File: config.mk
export PLATFORM = sky130hd
export DESIGN_NAME = i2c_regseq
export DESIGN_NICKNAME = d
export VERILOG_FILES = /design/src/rtl/irs_pkg.sv /design/src/rtl/irs_sub_sel.sv /design/src/rtl/irs_remain_ctr.sv /design/src/rtl/i2c_regseq.sv
export SDC_FILE = /design/constraint.sdc
export NUM_CORES = 1
export LEC_CHECK = 0
export ABC_AREA = 1
export ABC_CLOCK_PERIOD_IN_PS = 3750
export BUFFER_PORTS_ARGS = -buffer_cell sky130_fd_sc_hd__buf_2
export CORE_MARGIN = 8
export CORE_UTILIZATION = 35
export DETAILED_ROUTE_END_ITERATION = 6
export SLEW_MARGIN = 10
export SYNTH_ARGS = -nofsm -noshare
export SYNTH_HDL_FRONTEND = slang
export SYNTH_SLANG_ARGS = --single-unit
File: constraint.sdc
create_clock -name clk -period 3.75 [get_ports clk]
set_clock_uncertainty 0.05 [all_clocks]
set_input_delay 0.75 -clock clk [delete_from_list [all_inputs] [get_ports clk]]
set_output_delay 0.75 -clock clk [all_outputs]
set_load 0.005 [all_outputs]
File: src/rtl/irs_pkg.sv
package irs_pkg;
  typedef enum logic [2:0] {
    ST_IDLE = 3'd0,
    ST_CHK  = 3'd1,
    ST_SUB  = 3'd2,
    ST_SEND = 3'd3,
    ST_RBEG = 3'd4,
    ST_RDAT = 3'd5
  } irs_state_e;

  localparam logic [7:0] FILL_BYTE = 8'hFF;
  localparam logic [7:0] STOP_BYTE = 8'h00;

  function automatic logic [7:0] addr_byte(input logic [6:0] a, input logic rd);
    return {a, rd};
  endfunction
endpackage

File: src/rtl/irs_sub_sel.sv
module irs_sub_sel #(
  parameter int SUB_BYTES = 4,
  localparam int SUBL_W = $clog2(SUB_BYTES + 1)
) (
  input  logic [8*SUB_BYTES-1:0] sub,
  input  logic [SUBL_W-1:0]      idx,
  output logic [7:0]             byte_o
);
  logic [7:0] lanes [SUB_BYTES];

  for (genvar g = 0; g < SUB_BYTES; g++) begin : g_lane
    assign lanes[g] = sub[8*g +: 8];
  end

  always_comb begin
    byte_o = '0;
    for (int i = 0; i < SUB_BYTES; i++)
      if (idx == SUBL_W'(i)) byte_o = lanes[i];
  end
endmodule

File: src/rtl/irs_remain_ctr.sv
module irs_remain_ctr #(
  parameter int LEN_W = 8
) (
  input  logic             clk,
  input  logic             rst_n,
  input  logic             load,
  input  logic [LEN_W-1:0] load_val,
  input  logic             dec,
  output logic [LEN_W-1:0] rem,
  output logic [LEN_W-1:0] moved
);
  logic [LEN_W-1:0] total;

  always_ff @(posedge clk or negedge rst_n) begin
    if (!rst_n) begin
      rem   <= '0;
      total <= '0;
    end else if (load) begin
      rem   <= load_val;
      total <= load_val;
    end else if (dec && rem != '0) begin
      rem <= rem - 1'b1;
    end
  end

  assign moved = total - rem;
endmodule

File: src/rtl/i2c_regseq.sv
module i2c_regseq
  import irs_pkg::*;
#(
  parameter int SUB_BYTES = 4,
  parameter int LEN_W     = 8,
  localparam int SUBL_W   = $clog2(SUB_BYTES + 1),
  localparam int FRM_W    = LEN_W + 2
) (
  input  logic                   clk,
  input  logic                   rst_n,
  input  logic                   req_valid,
  input  logic [6:0]             req_addr,
  input  logic                   req_read,
  input  logic [8*SUB_BYTES-1:0] req_sub,
  input  logic [SUBL_W-1:0]      req_sub_len,
  input  logic [LEN_W-1:0]       req_len,
  output logic                   req_rej,
  output logic                   busy,
  output logic                   done,
  output logic                   nak_err,
  output logic [LEN_W-1:0]       xfer_count,
  input  logic                   wr_valid,
  input  logic [7:0]             wr_data,
  output logic                   wr_ready,
  output logic                   rd_valid,
  output logic [7:0]             rd_data,
  input  logic                   eng_tx_empty,
  input  logic                   eng_rx_full,
  input  logic                   eng_nak,
  input  logic [7:0]             eng_rx_data,
  output logic                   eng_tx_wr,
  output logic [7:0]             eng_tx_data,
  output logic                   eng_rx_rd,
  output logic                   eng_nak_clr,
  output logic                   eng_frm_wr,
  output logic [FRM_W-1:0]       eng_frm_val,
  output logic                   eng_ack_en,
  output logic                   eng_abort
);
  function automatic logic [FRM_W-1:0] frame_first(input logic [SUBL_W-1:0] sl,
                                                    input logic [LEN_W-1:0] ln,
                                                    input logic restart);
    return FRM_W'(1) + FRM_W'(sl) + (restart ? '0 : FRM_W'(ln));
  endfunction

  irs_state_e        st, st_n, eff_st;
  logic [SUBL_W-1:0] sub_rem, sub_rem_n, sub_idx;
  logic              fill_q, fill_n, stop_q, stop_n, ack_q, ack_n, err_q, err_n, done_q, done_n;
  logic [6:0]        addr_q;
  logic              rd_q;
  logic [8*SUB_BYTES-1:0] sub_q;
  logic [LEN_W-1:0]  rem;
  logic [7:0]        sub_byte;

  // named internal events
  logic accept, need_rs, nak_ok, ev_nak_abort, ev_echo, ev_stop, rem_dec, flag_ev;

  assign need_rs = (req_sub_len != '0) && req_read;
  assign sub_idx = sub_rem - 1'b1;
  assign eff_st  = (st == ST_CHK) ? (rd_q ? ST_RBEG : ST_SEND) : st;
  assign nak_ok  = (st == ST_SEND && rem == '0) ||
                   ((st == ST_RBEG || st == ST_RDAT) && rem == LEN_W'(1));
  assign flag_ev = eng_tx_empty || eng_rx_full;

  irs_sub_sel #(.SUB_BYTES(SUB_BYTES)) u_sub_sel (
    .sub(sub_q), .idx(sub_idx), .byte_o(sub_byte)
  );

  irs_remain_ctr #(.LEN_W(LEN_W)) u_rem (
    .clk(clk), .rst_n(rst_n), .load(accept), .load_val(req_len),
    .dec(rem_dec), .rem(rem), .moved(xfer_count)
  );

  always_comb begin
    st_n = st; sub_rem_n = sub_rem; fill_n = fill_q; stop_n = stop_q;
    ack_n = ack_q; err_n = err_q; done_n = 1'b0;
    eng_tx_wr = 1'b0; eng_tx_data = '0; eng_rx_rd = 1'b0; eng_nak_clr = 1'b0;
    eng_frm_wr = 1'b0; eng_frm_val = '0; eng_abort = 1'b0;
    wr_ready = 1'b0; rd_valid = 1'b0; req_rej = 1'b0;
    accept = 1'b0; rem_dec = 1'b0; ev_stop = 1'b0; ev_nak_abort = 1'b0; ev_echo = 1'b0;
    if (st == ST_IDLE) begin
      if (req_valid) begin
        accept      = 1'b1;
        eng_tx_wr   = 1'b1;
        eng_tx_data = addr_byte(req_addr, req_read && !need_rs);
        eng_frm_wr  = 1'b1;
        eng_frm_val = frame_first(req_sub_len, req_len, need_rs);
        st_n        = (req_sub_len != '0) ? ST_SUB : ST_CHK;
        sub_rem_n   = req_sub_len;
        fill_n = 1'b0; stop_n = 1'b0; err_n = 1'b0; ack_n = 1'b1;
      end
    end else begin
      req_rej     = req_valid;
      eng_nak_clr = eng_nak;
      if (eng_nak && !nak_ok) begin
        ev_nak_abort = 1'b1;
        eng_rx_rd    = eng_rx_full;
        eng_abort    = 1'b1;
        st_n = ST_IDLE; err_n = 1'b1; done_n = 1'b1;
      end else if (flag_ev) begin
        st_n = eff_st;
        if (eng_rx_full && eff_st != ST_RDAT) begin
          eng_rx_rd = 1'b1;
          ev_echo   = 1'b1;
        end
        unique case (eff_st)
          ST_SUB: if (eng_tx_empty) begin
            if (sub_rem != '0) begin
              eng_tx_wr = 1'b1; eng_tx_data = sub_byte; sub_rem_n = sub_rem - 1'b1;
            end else if (!rd_q) begin
              if (rem == '0) st_n = ST_SEND;
              else begin
                wr_ready = 1'b1;
                if (wr_valid) begin
                  eng_tx_wr = 1'b1; eng_tx_data = wr_data; rem_dec = 1'b1; st_n = ST_SEND;
                end
              end
            end else if (!fill_q) begin
              eng_tx_wr = 1'b1; eng_tx_data = FILL_BYTE; fill_n = 1'b1;
            end else begin
              eng_frm_wr  = 1'b1;
              eng_frm_val = FRM_W'(rem) + FRM_W'(1);
              eng_tx_wr   = 1'b1;
              eng_tx_data = addr_byte(addr_q, 1'b1);
              st_n        = ST_RBEG;
            end
          end
          ST_SEND: begin
            if (stop_q) begin
              if (eng_rx_full) begin st_n = ST_IDLE; done_n = 1'b1; end
            end else if (eng_tx_empty) begin
              if (rem != '0) begin
                wr_ready = 1'b1;
                if (wr_valid) begin
                  eng_tx_wr = 1'b1; eng_tx_data = wr_data; rem_dec = 1'b1;
                end
              end else begin
                ev_stop = 1'b1; stop_n = 1'b1;
              end
            end
          end
          ST_RBEG: begin
            if (eng_rx_full) begin
              st_n = ST_RDAT;
              if (rem == LEN_W'(1)) begin ack_n = 1'b0; ev_stop = 1'b1; end
              else ack_n = 1'b1;
            end else if (eng_tx_empty) begin
              eng_tx_wr = 1'b1; eng_tx_data = FILL_BYTE;
            end
          end
          ST_RDAT: begin
            if (eng_rx_full) begin
              eng_rx_rd = 1'b1; rd_valid = 1'b1; rem_dec = 1'b1;
              if (rem <= LEN_W'(1)) begin st_n = ST_IDLE; done_n = 1'b1; end
              else if (rem == LEN_W'(2)) begin ack_n = 1'b0; ev_stop = 1'b1; end
            end else if (eng_tx_empty && rem > LEN_W'(1)) begin
              eng_tx_wr = 1'b1; eng_tx_data = FILL_BYTE;
            end
          end
          default: ;
        endcase
      end
    end
    if (ev_stop) begin
      eng_frm_wr = 1'b1; eng_frm_val = '0;
      eng_tx_wr  = 1'b1; eng_tx_data = STOP_BYTE;
    end
  end

  always_ff @(posedge clk or negedge rst_n) begin
    if (!rst_n) begin
      st <= ST_IDLE; sub_rem <= '0; fill_q <= 1'b0; stop_q <= 1'b0;
      ack_q <= 1'b1; err_q <= 1'b0; done_q <= 1'b0;
      addr_q <= '0; rd_q <= 1'b0; sub_q <= '0;
    end else begin
      st <= st_n; sub_rem <= sub_rem_n; fill_q <= fill_n; stop_q <= stop_n;
      ack_q <= ack_n; err_q <= err_n; done_q <= done_n;
      if (accept) begin
        addr_q <= req_addr; rd_q <= req_read; sub_q <= req_sub;
      end
    end
  end

  assign busy       = (st != ST_IDLE);
  assign done       = done_q;
  assign nak_err    = err_q;
  assign eng_ack_en = ack_q;
  assign rd_data    = eng_rx_data;
endmodule

==> metrics.sh, run 1 <==
OUTCOME='completed'
TOTALNEGATIVESETUPSLACK_PS=0
FILLER_CELL_COUNT=1603
WORST-ENDPOINT-ARRIVAL_PS=2760
SYNTH_CELL_TYPE_COUNT=39
FIRST_GLOBAL_VIAS=4887
AREA_TAKEN_BY_FLIP_FLOPS_AND_LATCHES_SQ_UM=1680
TOP_FLIP_FLOP_CELL_BY_INSTANCE_COUNT_AFTER_SYNTHESIS='dfrtp_1'
MAX-CLOCK-PATH-BUFFERS=2
DIEAREA_SQ_UM=18900
CTS.REPORTEDPATHS.CLKPINSLEW_PS=60
MAXCAPVIOLCOUNT=0
DRT_DRC_VIOLATIONS_LEFT=0
FINAL.PERIOD_UTILIZATION=0.949
MULTIPLEXER_SHARE_OF_THE_SYNTHESIZED_AREA=0
SYNTH_COMPOUND_AREA_FRAC=0.0814
SYNTH_ENABLE_FLOP_CELLS=0
CLKLATENCYLATEPIN_PS=340
WORST_MAX_SLEW_PIN_SLEW_PS=556
SYNTHESIS.INSTANCES=782
FLOORPLAN.DIE.WIDTH_UM=137
SYNTH_XOR_XNOR_AREA_SHARE=0.0254
MAXSLEWVIOLCOUNT=0
PORT_BUFFERS=102
LAYOUT_MIN_CYCLE_TIME_PS=3560
WIRE_PER_INST_UM=14.3
SYNTH-SEQ-AREA-SHARE=0.325
PATH_CLASS='input pin to primary output'
ACHIEVABLE-FREQUENCY_MHz=281
POWER-PER-CELL-AREA_nW_PER_UM2=831
FLOORPLAN.DIE.HEIGHT_UM=137
SYNTH_AREA_SQ_UM=5160
PLACEDCELLCOUNT=1045
FLOORPLAN.INITIALDENSITY=0.357
CTSHOLDBUFFERS=0
VIAS_PER_CELL=4.87
CORE-AREA_SQ_UM=14500
TRITONCTS_CLOCK_TREE='built'
CP_CELL_SEQUENCE='buf_2 > inv_2 > nand2_1 > nor2_2 > nor2_1 > inv_1 > nand2_1 > ha_2 > fa_2 > or2_4 > nand2_2 > nand3_4 > nor2_4 > nand2_1 > nand3_1 > nand2_1 > buf_2'
YS_SEQ_ELEMENTS=67
GRT_ANTENNA_BEFORE_REPAIR=2
WORST_SUPPLY_VOLTAGE_DROP_ON_VDD_mV=0.324
GP_ROUTABILITY_CONGESTION=0.874
CRIT_PATH_TOP_DELAY_CELL='fa_2'
CTS_BUFS_INSERTED=9
CP-START-KIND='input pin'
CTS_ROOT_BUF='clkbuf_16'
NUMCLOCKSINKS=67
PLACE_HPWL_MM=11.8
FINAL_ANTENNA_NET_COUNT=0
SYNTH_NETS=878
HOLD_VIOLATIONS=0
CRITPATHMAXSTAGEDELAY_PS=340
LAYOUT-AREA-OVERHEAD-VS-SYNTH_PCT=18.9
DRT_PASS1_ITERATIONS=5
GRT_SETUP_UNREPAIRED='false'
GLOBAL_ROUTE_WIRE_LENGTH_BEFORE_REPAIR_MM=24.4
CP-END-KIND='primary output'
GRT_MAX_DEGREE=42
DETAIL_ROUTE.ITER0.VIOLATIONS=276
DRIVE_ABOVE_1_SHARE=0.203
ROUTE.VIAS.TOTAL=5173
MOSTFREQUENTLAYOUTCELLS='nand2_1, buf_2, inv_1'
SLEW_HEADROOM=0.629
SYNTHADDERAREAFRAC=0.0562
SYNTHESIS.AREA_PER_INSTANCE_SQ_UM=6.60
SYNTHESIS.YOSYS.WARNINGS=0
COUNT_OF_STANDARD_CELL_ROWS=44
MAIN_COMBINATIONAL_CELL_FAMILY_BY_AREA_AFTER_SYNTHESIS='simple AND/OR/NAND/NOR gates'
WORSTHOLDPATHTYPE='input pin to async pin'
ROUTED_WL_MM=15.2
CRITICAL_PATH.MAX_FANOUT=3
TIMING.CRITICAL_PATH.MODE_CELL='nand2_1'
HTREE_LEVELS=3
COMMONEST_NON_FILL_NON_TAP_CELL_IN_THE_LAYOUT='nand2_1'
FINISH.CELL_COUNT_WITHOUT_FILLERS=1062
IOS=120
REPORT.FINAL.SETUP_VIOL=0
REQUIRED_PS=2950
MULTI_INPUT_AREA_SQ_UM=2970
GRT-OVFL-TOTAL=0
TRACK_USAGE=0.164
LEAKAGEPOWER_nW=3.46
SYNTH-SIMPLE-AREA-SHARE=0.405
NETS=968
SYNTHARSTFLOPSHARE=1.00
layer usage:
layer	vias to the layer above	GRT usage	wire (um)
met5	-	0	23
met4	4	0.0465	189
met3	16	0.0390	981
met2	122	0.260	7050
met1	2407	0.217	6980
li1	2624	-	-
cell type report:
class,instances,share of cell area
multi-input combinational,586,0.484
inverter,95,0.0581
sequential,67,0.273
clock buffer,10,0.0389
antenna,1,0.000407
clock inverter,6,0.0118
tap,184,0.0375
timing repair buffer,113,0.0966
cell usage after synthesis (all sizes together) (2+ instances only):
cell type / number / area share
inv: 95 / 0.069
clkbuf: 11 / 0.0080
nor3: 3 / 0.0029
o211ai: 3 / 0.0044
nand3: 74 / 0.082
nand3b: 8 / 0.012
xor2: 9 / 0.015
nand2: 304 / 0.23
ha: 20 / 0.048
nand4: 7 / 0.0097
or2: 2 / 0.0024
xnor2: 6 / 0.010
a31oi: 3 / 0.0036
buf: 23 / 0.030
nor2: 71 / 0.067
a21oi: 16 / 0.016
dfrtp: 66 / 0.32
o21ai: 45 / 0.044
fa: 2 / 0.0078
o22ai: 10 / 0.012
stage by stage:
| step | total power, W | util | instance area (sq um) | worst slack [ps] | hold slack (ps) |
|---|---|---|---|---|---|
| floorplan | 0.00338 | - | 5160 | 332 | 383 |
| global route | 0.00563 | 0.424 | 6140 | 17.1 | 347 |
| global placement | 0.00420 | 0.400 | 5800 | 43.5 | 397 |
| CTS | 0.00514 | 0.422 | 6110 | 2.63 | 329 |
| finish | 0.00510 | 0.424 | 6140 | 190 | 319 |
| detailed placement | 0.00422 | 0.400 | 5800 | 12.4 | 406 |
what timing repair did:
item	CTS	global route
gates resized for setup	1	9
pin swaps	0	4
setup buffers	0	0
setup endpoints to repair	1	3
cell families after synthesis:
family | Yosys count
buf+inv | 129
xor+xnor | 15
flops | 67
fa+ha+maj | 22
other cells | 1
simple gates | 470
compound gates | 78
state kept, by name, summed over array words and instances (netlist names), 3 cells and up:
name / count
sub_q: 32
addr_q: 7
sub_rem: 3
u_rem.rem: 8
st: 3
u_rem.total: 8
power by group:
| group | switching, W | internal, W |
|---|---|---|
| logic | 0.00182 | 0.00107 |
| clock network | 0.000349 | 0.000540 |
| registers | 0.000261 | 0.00107 |
path summary, 6_finish.rpt:
kind | start | end | slack, ps | cells after the start
setup / recovery | req_sub_len[1] | eng_frm_val[6] | 190 | 17
hold / removal | rst_n | addr_q[5] | 320 | 1
setup reg to reg | u_rem.rem[1] | u_rem.rem[5] | 1580 | 10
hold reg to reg | eng_ack_en | eng_ack_en | 410 | 2
max in group asynchronous | rst_n | sub_q[6] | 2530 | 2
min in group clk | eng_ack_en | eng_ack_en | 410 | 2
critical path, delay by kind of cell:
| family | cells | cell delay [ps] |
|---|---|---|
| buffers and inverters | 4 | 410 |
| and+or+nand+nor | 11 | 1080 |
| adders and majority gates | 2 | 520 |
No activity file was read; power rests on OpenSTA's default activity.
==> inputs of run 2 (changes only) <==
--- a/config.mk
+++ b/config.mk
@@ -8,6 +8,7 @@
 export ABC_AREA = 1
 export ABC_CLOCK_PERIOD_IN_PS = 3750
 export BUFFER_PORTS_ARGS = -buffer_cell sky130_fd_sc_hd__buf_2
+export CORE_ASPECT_RATIO = 1.25
 export CORE_MARGIN = 8
 export CORE_UTILIZATION = 35
 export DETAILED_ROUTE_END_ITERATION = 6
==> metrics.sh, run 2 (synthesis results as in run 1) <==
COMMONEST_NON_FILL_NON_TAP_CELL_IN_THE_LAYOUT='nand2_1'
CRIT_START='req_sub_len[1]'
NUMCLOCKSINKS=67
FINAL.PERIOD_UTILIZATION=0.951
FLOORPLAN.INITIALDENSITY=0.358
GRT_ANTENNA_BEFORE_REPAIR=1
HTREE_LEVELS=3
WIRE_PER_INST_UM=14.4
WORSTHOLDPATHTYPE='register to register'
DRT_DRC_VIOLATIONS_LEFT=0
LEAKAGEPOWER_nW=3.47
DETAIL_ROUTE.ITER0.VIOLATIONS=276
CP-END-KIND='primary output'
WORST_SUPPLY_VOLTAGE_DROP_ON_VDD_mV=0.349
VIAS_PER_CELL=4.83
ROUTE.VIAS.TOTAL=5103
CTSHOLDBUFFERS=0
CRIT_PATH_TOP_DELAY_CELL='fa_2'
ACHIEVABLE-FREQUENCY_MHz=281
GLOBAL_ROUTE_WIRE_LENGTH_BEFORE_REPAIR_MM=24.7
PLACE_HPWL_MM=11.9
TIMING.CRITICAL_PATH.MODE_CELL='nand2_1'
REPORT.FINAL.SETUP_VIOL=0
GRT_MAX_DEGREE=38
MOSTFREQUENTLAYOUTCELLS='nand2_1, buf_2, inv_1'
GP_ROUTABILITY_CONGESTION=0.913
SLEW_HEADROOM=0.425
POST_PLACE_SETUP_SLACK_PS=-52.4
DIEAREA_SQ_UM=18900
PLACEDCELLCOUNT=1039
PATH_CLASS='input pin to primary output'
WORST-ENDPOINT-ARRIVAL_PS=2760
CTS.REPORTEDPATHS.CLKPINSLEW_PS=60
PORT_BUFFERS=102
MAXSLEWVIOLCOUNT=0
FINISH.CELL_COUNT_WITHOUT_FILLERS=1057
FINISH.UTILIZATION=0.426
MIN-DELAY-START='eng_ack_en'
TRACK_USAGE=0.158
CP_CELL_SEQUENCE='buf_2 > inv_2 > nand2_1 > nor2_2 > nor2_1 > inv_1 > nand2_1 > ha_2 > fa_2 > or2_4 > nand2_4 > nand3_4 > nor2_4 > nand2_1 > nand3_1 > nand2_1 > buf_2'
MAXCAPVIOLCOUNT=0
WORST_MAX_SLEW_PIN_SLEW_PS=862
LARGEST_REG_FLOPS=32
DRT_PASS1_ITERATIONS=6
FLOORPLAN.DIE.HEIGHT_UM=152
FINAL_CRITICAL_PATH_SETUP_SLACK_PS=185
CRITPATHMAXSTAGEDELAY_PS=350
CP-START-KIND='input pin'
LAYOUT_MIN_CYCLE_TIME_PS=3560
FIRST_GLOBAL_VIAS=5058
COUNT_OF_STANDARD_CELL_ROWS=49
FLOORPLAN.DIE.WIDTH_UM=125
OUTCOME='completed'
FINAL_ANTENNA_NET_COUNT=0
GRT_SETUP_UNREPAIRED='false'
CRITICAL_PATH.MAX_FANOUT=3
NETS=970
REG.LARGEST.LIST='sub_q x32, u_rem.rem x8, u_rem.total x8'
POWER-PER-CELL-AREA_nW_PER_UM2=828
HOLD_SLACK_FINAL_PS=408
INSERTEDDIODECOUNT=0
REQUIRED_PS=2950
GRT-OVFL-TOTAL=0
HOLD_VIOLATIONS=0
P_TOTAL_W=0.00509
FILLER_CELL_COUNT=1555
DRIVE_ABOVE_1_SHARE=0.205
CTS_ROOT_BUF='clkbuf_16'
TRITONCTS_CLOCK_TREE='built'
MAX-CLOCK-PATH-BUFFERS=2
ROUTED_WL_MM=15.3
CTS_BUFS_INSERTED=9
CORE-AREA_SQ_UM=14400
IOS=120
LAYOUT-AREA-OVERHEAD-VS-SYNTH_PCT=18.9
WORST_R2R_STARTPOINT='u_rem.rem[1]'
LARGEST_REGISTER='sub_q'
CLKLATENCYLATEPIN_PS=340
[run 2: power by group]
part	internal [W]	switching (W)	total (W)	leakage, nW
combinational	0.00107	0.00182	0.00289	2.49
sequential	0.00107	0.000271	0.00134	0.834
clock	0.000518	0.000346	0.000863	0.142
[run 2: final cells by class]
| type | instances | area (sq um) | area share |
|---|---|---|---|
| repair buffers | 115 | 608 | 0.0990 |
| multi-input cells | 586 | 2980 | 0.484 |
| clock buffers | 9 | 225 | 0.0367 |
| inverters | 95 | 357 | 0.0581 |
| clock inverters | 7 | 76.3 | 0.0124 |
| well taps | 178 | 223 | 0.0363 |
| flip-flops and latches | 67 | 1680 | 0.273 |
[run 2: worst max-delay path: cells and delay by family]
| kind | cells | cell delay, ps |
|---|---|---|
| adder cells (fa/ha/maj) | 2 | 530 |
| buffers and inverters | 4 | 410 |
| AND/OR/NAND/NOR | 11 | 1060 |
[run 2: routing by layer]
metal / up-vias / share of wire / GRT usage
met5: - / 0.00079 / 0
met4: 2 / 0.021 / 0.0650
met3: 28 / 0.052 / 0.0285
met2: 128 / 0.48 / 0.266
met1: 2316 / 0.44 / 0.193
li1: 2629 / - / -
[run 2: path summary, 6_finish.rpt]
check                           slack, ps        endpoint  cells after the start
worst max-delay path                  190  eng_frm_val[6]                     17
max in group asynchronous            2390        sub_q[4]                      2
min in group asynchronous             470  u_rem.total[7]                      1
worst min register to register        410      eng_ack_en                      2
worst max register to register       1560    u_rem.rem[2]                     10
worst min-delay path                  410      eng_ack_en                      2
[run 2: per-stage QoR]
stage | TNS, ps | instance area [sq um]
finish | 0 | 6140
global route | 0 | 6140
CTS | 0 | 6100
detailed placement | -57.3 | 5790
global placement | 0 | 5790
floorplan | 0 | 5160
[run 2: timing repair]
| item | CTS | global route |
|---|---|---|
| pin swaps | 1 | 3 |
| setup buffers | 0 | 2 |
| gates resized for setup | 3 | 8 |
| setup endpoints to repair | 2 | 3 |
